[src/rtl/sgs_pkg.sv]
package sgs_pkg;

  typedef enum logic [2:0] {
    PH_IDLE  = 3'd0,
    PH_LEAD  = 3'd1,
    PH_LOAD  = 3'd2,
    PH_DATA  = 3'd3,
    PH_TRAIL = 3'd4
  } sgs_phase_e;

  localparam int GRP_W   = 3;
  localparam int ACT_OFS = 0;
  localparam int LOC_OFS = 1;
  localparam int FLT_OFS = 2;

  // Input is state bits [22:19]; result is {fault, locate, activity}.
  function automatic logic [GRP_W-1:0] sgs_led_bits(input logic [3:0] st);
    logic [GRP_W-1:0] g;
    g[ACT_OFS] = st[1] | st[2];
    g[LOC_OFS] = st[0];
    g[FLT_OFS] = st[3];
    return g;
  endfunction

  // Length of a frame in serial clock cycles.
  function automatic int sgs_frame_cycles(input int lead, input int trail, input int nports);
    return lead + 1 + GRP_W * nports + trail;
  endfunction

endpackage

[src/rtl/sgs_half_timer.sv]
module sgs_half_timer #(
  parameter int HALF_CYC = 2500
) (
  input  logic clk,
  input  logic rst_n,
  input  logic run,
  output logic half_end
);
  localparam int TW = (HALF_CYC > 1) ? $clog2(HALF_CYC) : 1;

  logic [TW-1:0] cnt_q;

  assign half_end = run && (cnt_q == TW'(HALF_CYC - 1));

  always_ff @(posedge clk) begin
    if (!rst_n || !run || half_end) cnt_q <= '0;
    else                            cnt_q <= cnt_q + 1'b1;
  end
endmodule

[src/rtl/sgs_pattern.sv]
module sgs_pattern
  import sgs_pkg::*;
#(
  parameter int NUM_PORTS = 8,
  parameter int PORT_W    = 3,
  localparam int PAT_W    = GRP_W * NUM_PORTS
) (
  input  logic                        clk,
  input  logic                        rst_n,
  input  logic                        wr_en,
  input  logic [PORT_W-1:0]           wr_port,
  input  logic [3:0]                  wr_led,
  input  logic [NUM_PORTS*PORT_W-1:0] slot_map,
  output logic [PAT_W-1:0]            pat_q,
  output logic [PAT_W-1:0]            pat_nxt
);
  logic [PORT_W-1:0] wr_slot;
  logic [GRP_W-1:0]  wr_bits;
  logic [NUM_PORTS*PORT_W-1:0] map_shift;

  assign map_shift = slot_map >> (int'(wr_port) * PORT_W);
  assign wr_slot   = map_shift[PORT_W-1:0];
  assign wr_bits   = sgs_led_bits(wr_led);

  for (genvar s = 0; s < NUM_PORTS; s++) begin : g_slot
    logic hit;
    assign hit = (wr_slot == PORT_W'(s));
    assign pat_nxt[GRP_W*s +: GRP_W] = hit ? wr_bits : pat_q[GRP_W*s +: GRP_W];
  end

  always_ff @(posedge clk) begin
    if (!rst_n)     pat_q <= '0;
    else if (wr_en) pat_q <= pat_nxt;
  end
endmodule

[src/rtl/sgs_framer.sv]
module sgs_framer
  import sgs_pkg::*;
#(
  parameter int PAT_W    = 24,
  parameter int CNT_W    = 8,
  parameter int HALF_CYC = 2500
) (
  input  logic             clk,
  input  logic             rst_n,
  input  logic             start,
  input  logic [PAT_W-1:0] pat_in,
  input  logic [CNT_W-1:0] lead_clks,
  input  logic [CNT_W-1:0] trail_clks,
  output logic             busy,
  output logic             sg_clk,
  output logic             sg_load,
  output logic             sg_data
);
  localparam int BIT_W = $clog2(PAT_W + 1);
  localparam int CW    = (CNT_W > BIT_W) ? CNT_W : BIT_W;

  sgs_phase_e       ph_q, ph_nxt;
  logic [CW-1:0]    cnt_q, cnt_nxt;
  logic [CNT_W-1:0] lead_q, trail_q;
  logic [PAT_W-1:0] sh_q;
  logic             hi_q, clk_q, load_q, data_q;
  logic             half_end, cyc_end;

  assign busy = (ph_q != PH_IDLE);

  sgs_half_timer #(.HALF_CYC(HALF_CYC)) u_tmr (
    .clk      (clk),
    .rst_n    (rst_n),
    .run      (busy),
    .half_end (half_end)
  );

  assign cyc_end = half_end && !hi_q;

  always_comb begin
    ph_nxt  = ph_q;
    cnt_nxt = cnt_q + 1'b1;
    unique case (ph_q)
      PH_LEAD:
        if (cnt_q + 1'b1 == CW'(lead_q)) begin
          ph_nxt  = PH_LOAD;
          cnt_nxt = '0;
        end
      PH_LOAD: begin
        ph_nxt  = PH_DATA;
        cnt_nxt = '0;
      end
      PH_DATA:
        if (cnt_q == CW'(PAT_W - 1)) begin
          ph_nxt  = (trail_q != '0) ? PH_TRAIL : PH_IDLE;
          cnt_nxt = '0;
        end
      PH_TRAIL:
        if (cnt_q + 1'b1 == CW'(trail_q)) begin
          ph_nxt  = PH_IDLE;
          cnt_nxt = '0;
        end
      default: begin
        ph_nxt  = PH_IDLE;
        cnt_nxt = '0;
      end
    endcase
  end

  always_ff @(posedge clk) begin
    if (!rst_n) begin
      ph_q    <= PH_IDLE;
      cnt_q   <= '0;
      lead_q  <= '0;
      trail_q <= '0;
      sh_q    <= '0;
      hi_q    <= 1'b0;
      clk_q   <= 1'b1;
      load_q  <= 1'b1;
      data_q  <= 1'b1;
    end else if (!busy) begin
      if (start) begin
        ph_q    <= (lead_clks != '0) ? PH_LEAD : PH_LOAD;
        cnt_q   <= '0;
        lead_q  <= lead_clks;
        trail_q <= trail_clks;
        sh_q    <= pat_in;
        hi_q    <= 1'b1;
        clk_q   <= 1'b1;
        load_q  <= (lead_clks == '0);
      end
    end else if (half_end && hi_q) begin
      hi_q  <= 1'b0;
      clk_q <= 1'b0;
    end else if (cyc_end) begin
      ph_q  <= ph_nxt;
      cnt_q <= cnt_nxt;
      if (ph_nxt == PH_IDLE) begin
        load_q <= 1'b0;
      end else begin
        hi_q   <= 1'b1;
        clk_q  <= 1'b1;
        load_q <= (ph_nxt == PH_LOAD);
        if (ph_nxt == PH_DATA) begin
          data_q <= sh_q[0];
          sh_q   <= sh_q >> 1;
        end
      end
    end
  end

  assign sg_clk  = clk_q;
  assign sg_load = load_q;
  assign sg_data = data_q;
endmodule

[src/rtl/sgpio_led_ser.sv]
module sgpio_led_ser
  import sgs_pkg::*;
#(
  parameter int NUM_PORTS = 8,
  parameter int CNT_W     = 8,
  parameter int HALF_CYC  = 2500,
  localparam int PORT_W   = (NUM_PORTS > 1) ? $clog2(NUM_PORTS) : 1,
  localparam int PAT_W    = GRP_W * NUM_PORTS
) (
  input  logic                        clk,
  input  logic                        rst_n,
  input  logic                        upd_valid,
  output logic                        upd_ready,
  input  logic [PORT_W-1:0]           upd_port,
  input  logic [22:19]                upd_led,
  input  logic [NUM_PORTS*PORT_W-1:0] cfg_slot_map,
  input  logic [CNT_W-1:0]            cfg_lead_clks,
  input  logic [CNT_W-1:0]            cfg_trail_clks,
  output logic                        sg_clk,
  output logic                        sg_load,
  output logic                        sg_data
);
  logic             frame_busy;
  logic             accept;
  logic             port_ok;
  logic             wr_en;
  logic [PAT_W-1:0] pat_q, pat_nxt;

  assign upd_ready = !frame_busy;
  assign accept    = upd_valid && upd_ready;
  assign port_ok   = ({1'b0, upd_port} < (PORT_W + 1)'(NUM_PORTS));
  assign wr_en     = accept && port_ok;

  sgs_pattern #(
    .NUM_PORTS (NUM_PORTS),
    .PORT_W    (PORT_W)
  ) u_pat (
    .clk      (clk),
    .rst_n    (rst_n),
    .wr_en    (wr_en),
    .wr_port  (upd_port),
    .wr_led   (upd_led),
    .slot_map (cfg_slot_map),
    .pat_q    (pat_q),
    .pat_nxt  (pat_nxt)
  );

  sgs_framer #(
    .PAT_W    (PAT_W),
    .CNT_W    (CNT_W),
    .HALF_CYC (HALF_CYC)
  ) u_frm (
    .clk        (clk),
    .rst_n      (rst_n),
    .start      (wr_en),
    .pat_in     (pat_nxt),
    .lead_clks  (cfg_lead_clks),
    .trail_clks (cfg_trail_clks),
    .busy       (frame_busy),
    .sg_clk     (sg_clk),
    .sg_load    (sg_load),
    .sg_data    (sg_data)
  );
endmodule

[config.mk]
export PLATFORM = sky130hd
export DESIGN_NAME = sgpio_led_ser
export DESIGN_NICKNAME = d
export VERILOG_FILES = /design/src/rtl/sgs_pkg.sv /design/src/rtl/sgs_half_timer.sv /design/src/rtl/sgs_pattern.sv /design/src/rtl/sgs_framer.sv /design/src/rtl/sgpio_led_ser.sv
export SDC_FILE = /design/constraint.sdc
export NUM_CORES = 1
export LEC_CHECK = 0
export BUFFER_PORTS_ARGS = -buffer_cell sky130_fd_sc_hd__buf_2
export CAP_MARGIN = 10
export CORE_ASPECT_RATIO = 1.25
export CORE_MARGIN = 1
export CORE_UTILIZATION = 55
export CTS_CLUSTER_SIZE = 14
export DETAILED_ROUTE_END_ITERATION = 8
export GPL_ROUTABILITY_DRIVEN = 0
export PLACE_DENSITY = 0.72
export SLEW_MARGIN = 20
export SYNTH_ARGS = -nofsm -noshare
export SYNTH_HDL_FRONTEND = slang
export SYNTH_HIERARCHICAL = 1
export SYNTH_SLANG_ARGS = --single-unit
[constraint.sdc]
create_clock -name clk -period 3.7 [get_ports clk]
set_input_delay 0.185 -clock clk [delete_from_list [all_inputs] [get_ports clk]]
set_output_delay 0.185 -clock clk [all_outputs]
set_load 0.05 [all_outputs]
==> flow_summary.yaml <==
cells_and_area:
  fillers: 759
  syn_to_final_growth_pct: 9.77
  drive_above_1_share: 0.208
  fin_nets: 671
  multi_input_area_mm2: 0.00292
  fin_util: 0.627
  seq_area_mm2: 0.00182
  antenna_cells: 0
  layout.cells.non_filler: 744
clock_network:
  ctsHoldBuffers: 0
  ctsRootBufferMaster: "clkbuf_8"
  cts_buffers: 9
  clock_latency_ns: 0.37
  cts_setup_buffers: 0
  cts_max_level: 3
  tritoncts: "yes"
  path_clk_slew_ns: 0.08
  cts_sinks: 91
  clk_path_buf_depth: 2
  post_cts_resized: 0
timing:
  setup_viol: 0
  final_hold_viol_count: 0
  worst_slew_pin_slew_ns: 0.725
  slew_viol_final: 0
  period_share: 0.790
  fin_crit_ns: 2.92
  fin_setup_tns_ns: 0
  fmax_mhz: 342
  fin_ws_ns: 0.778
  relSlewSlack: 0.511
  rsz0062_at_grt: "no"
  clock_skew_ns: 0.00564
grt:
  grt_usage: 0.260
  antenna_found_initial: 0
  grt_remaining_overflow: 0
  grt_pass1_vias: 4094
  grt_pass1_wl_mm: 19.0
  grt_max_degree: 47
yosys:
  synthArstFlopShare: 0
  netlist_top_cells_count: "nand2_1 (126), dfxtp_1 (91), nor2_1 (41)"
  syn-instance-count: 585
  yosysTopAreaCell: "dfxtp_1"
  synth_seq_cells: 91
  synth_flop_cell: "dfxtp_1"
  synth_edf_count: 0
  synth.avg_cell_area_um2: 8.49
  syn_area_mm2: 0.00497
  syn-num-nets: 637
  yosysMostFrequentCell: "nand2_1"
  synth.distinct_cells: 66
  synth_top_area_frac: 0.367
  yosysSeqAreaShare: 0.367
  ys_warn_count: 6
  synth_area_leaders: "dfxtp_1 (37%), nand2_1 (9.5%), mux2i_1 (6.2%)"
drt:
  dr.pass1.iters: 5
  ant_nets: 0
  drc: 0
  vias_per_cell: 5.83
  wl_per_cell_um: 15.4
  vias: 4340
  drtIter0Drc: 199
  wirelength_mm: 11.4
critical_path:
  crit_type: "reg -> reg"
  rr_worst_depth: 9
  cp_max_fo: 9
  crit_start: "u_frm/cnt_q[0]$_SDFFE_PN0P_"
  r2r_slack_ns: 0.78
  r2r-start: "u_frm/cnt_q[0]$_SDFFE_PN0P_"
  startpoint_type: "flop"
  worstPathRequired_ns: 3.94
  crit_arrival_ns: 3.16
  crit_end: "u_frm/cnt_q[7]$_SDFFE_PN0P_"
  end_kind: "flop"
  worst_r2r_endpoint: "u_frm/cnt_q[7]$_SDFFE_PN0P_"
power:
  power_leakage_uw: 0.00211
  ir_drop_mv: 0.326
  p_total_uw: 3210
  power_density_mw_per_mm2: 588
floorplan:
  dieHeight_um: 108
  rows: 38
  start_util: 0.571
  die-area_mm2: 0.00942
  dieWidth_um: 87.0
  core_mm2: 0.00870
  io_pins: 54
min_path:
  worst_hold_path_type: "in -> reg"
placed_design:
  dp.cells: 728
  dp_hpwl_mm: 8.17
  port_buffers: 53
  place_ws_ns: 0.827
run:
  maxCapViolCount: 0
outcome:
  outcome: "complete, no violations"
[logic make-up after synthesis]
family,after synthesis,synth area share
fa+ha+maj,2,0.00504
xor+xnor,14,0.0247
buf+inv,49,0.0473
flops,91,0.367
simple gates,263,0.255
mux,62,0.145
compound gates,104,0.157
[cell usage in the layout (no fill, tap or decap), drive strengths merged, types with 8 or more instances in the layout]
cell type,instances
or4,10
dfxtp,91
a311oi,24
mux2,26
a21oi,33
clkbuf,10
nor3,10
nor2,42
inv,12
or3,8
nand4,8
mux2i,31
buf,60
nand3,19
o21ai,18
nand2,126
[critical path, stage by stage, from the launching register on]
cell and delay, ns:
dfxtp_1 0.53, ha_1 0.46, nand3_2 0.22, xnor2_1 0.22, nand4_1 0.15, a2111oi_4 0.38, a21oi_2 0.15, o31ai_2 0.41
or2_0 0.18, a31oi_1 0.10
[routing by layer]
metal | vias to the layer above | global-route usage | share of wire | wire length, um
met3 | 33 | 0.0389 | 0.034 | 387
li1 | 2158 | - | - | -
met4 | 0 | 0.144 | 0.031 | 355
met5 | - | 0 | 0 | 0
met1 | 2043 | 0.291 | 0.42 | 4800
met2 | 106 | 0.466 | 0.52 | 5890
[report_power, final]
group          internal, uW  leakage (uW)  switching, uW  total [uW]
Combinational           432       0.00127            755        1190
Sequential             1190      0.000740            152        1340
Clock                   330      0.000102            354         684
Total                  1950       0.00211           1260        3210
[metrics by stage]
stage | cell area [um2] | hold slack (ns)
after floorplan | 4970 | 0.321
after global placement | 5250 | 0.428
after detailed placement | 5250 | 0.431
after CTS | 5450 | 0.0365
after global routing | 5450 | 0.0389
final | 5450 | 0.0473
[state kept, by name, summed over array words and instances (netlist names), 3 cells and up]
name and cells:
u_frm/u_tmr/cnt_q 12, u_frm/ph_q 3, u_frm/cnt_q 8, u_pat/pat_q 24, u_frm/lead_q 8, u_frm/sh_q 24, u_frm/trail_q 8
[how the worst min path moves through the flow]
stage | slack [ns] | cells after the start | startpoint | end
final | 0.05 | 3 | cfg_trail_clks[6] | u_frm/trail_q[6]$_SDFFE_PN0P_
after global routing | 0.04 | 3 | cfg_trail_clks[6] | u_frm/trail_q[6]$_SDFFE_PN0P_
after CTS | 0.04 | 3 | cfg_trail_clks[6] | u_frm/trail_q[6]$_SDFFE_PN0P_
after detailed placement | 0.43 | 3 | cfg_trail_clks[6] | u_frm/trail_q[6]$_SDFFE_PN0P_
after global placement | 0.43 | 3 | cfg_trail_clks[4] | u_frm/trail_q[4]$_SDFFE_PN0P_
after floorplan | 0.32 | 2 | cfg_lead_clks[4] | u_frm/lead_q[4]$_SDFFE_PN0P_
[final cells by class]
cell class,instances,area share
clock buffers,10,0.0252
clock inverters,6,0.0119
inverters,12,0.00826
multi-input cells,445,0.535
flip-flops and latches,91,0.334
well taps,120,0.0275
repair buffers,60,0.0583
Note: power is estimated with default switching activity, not from simulation.
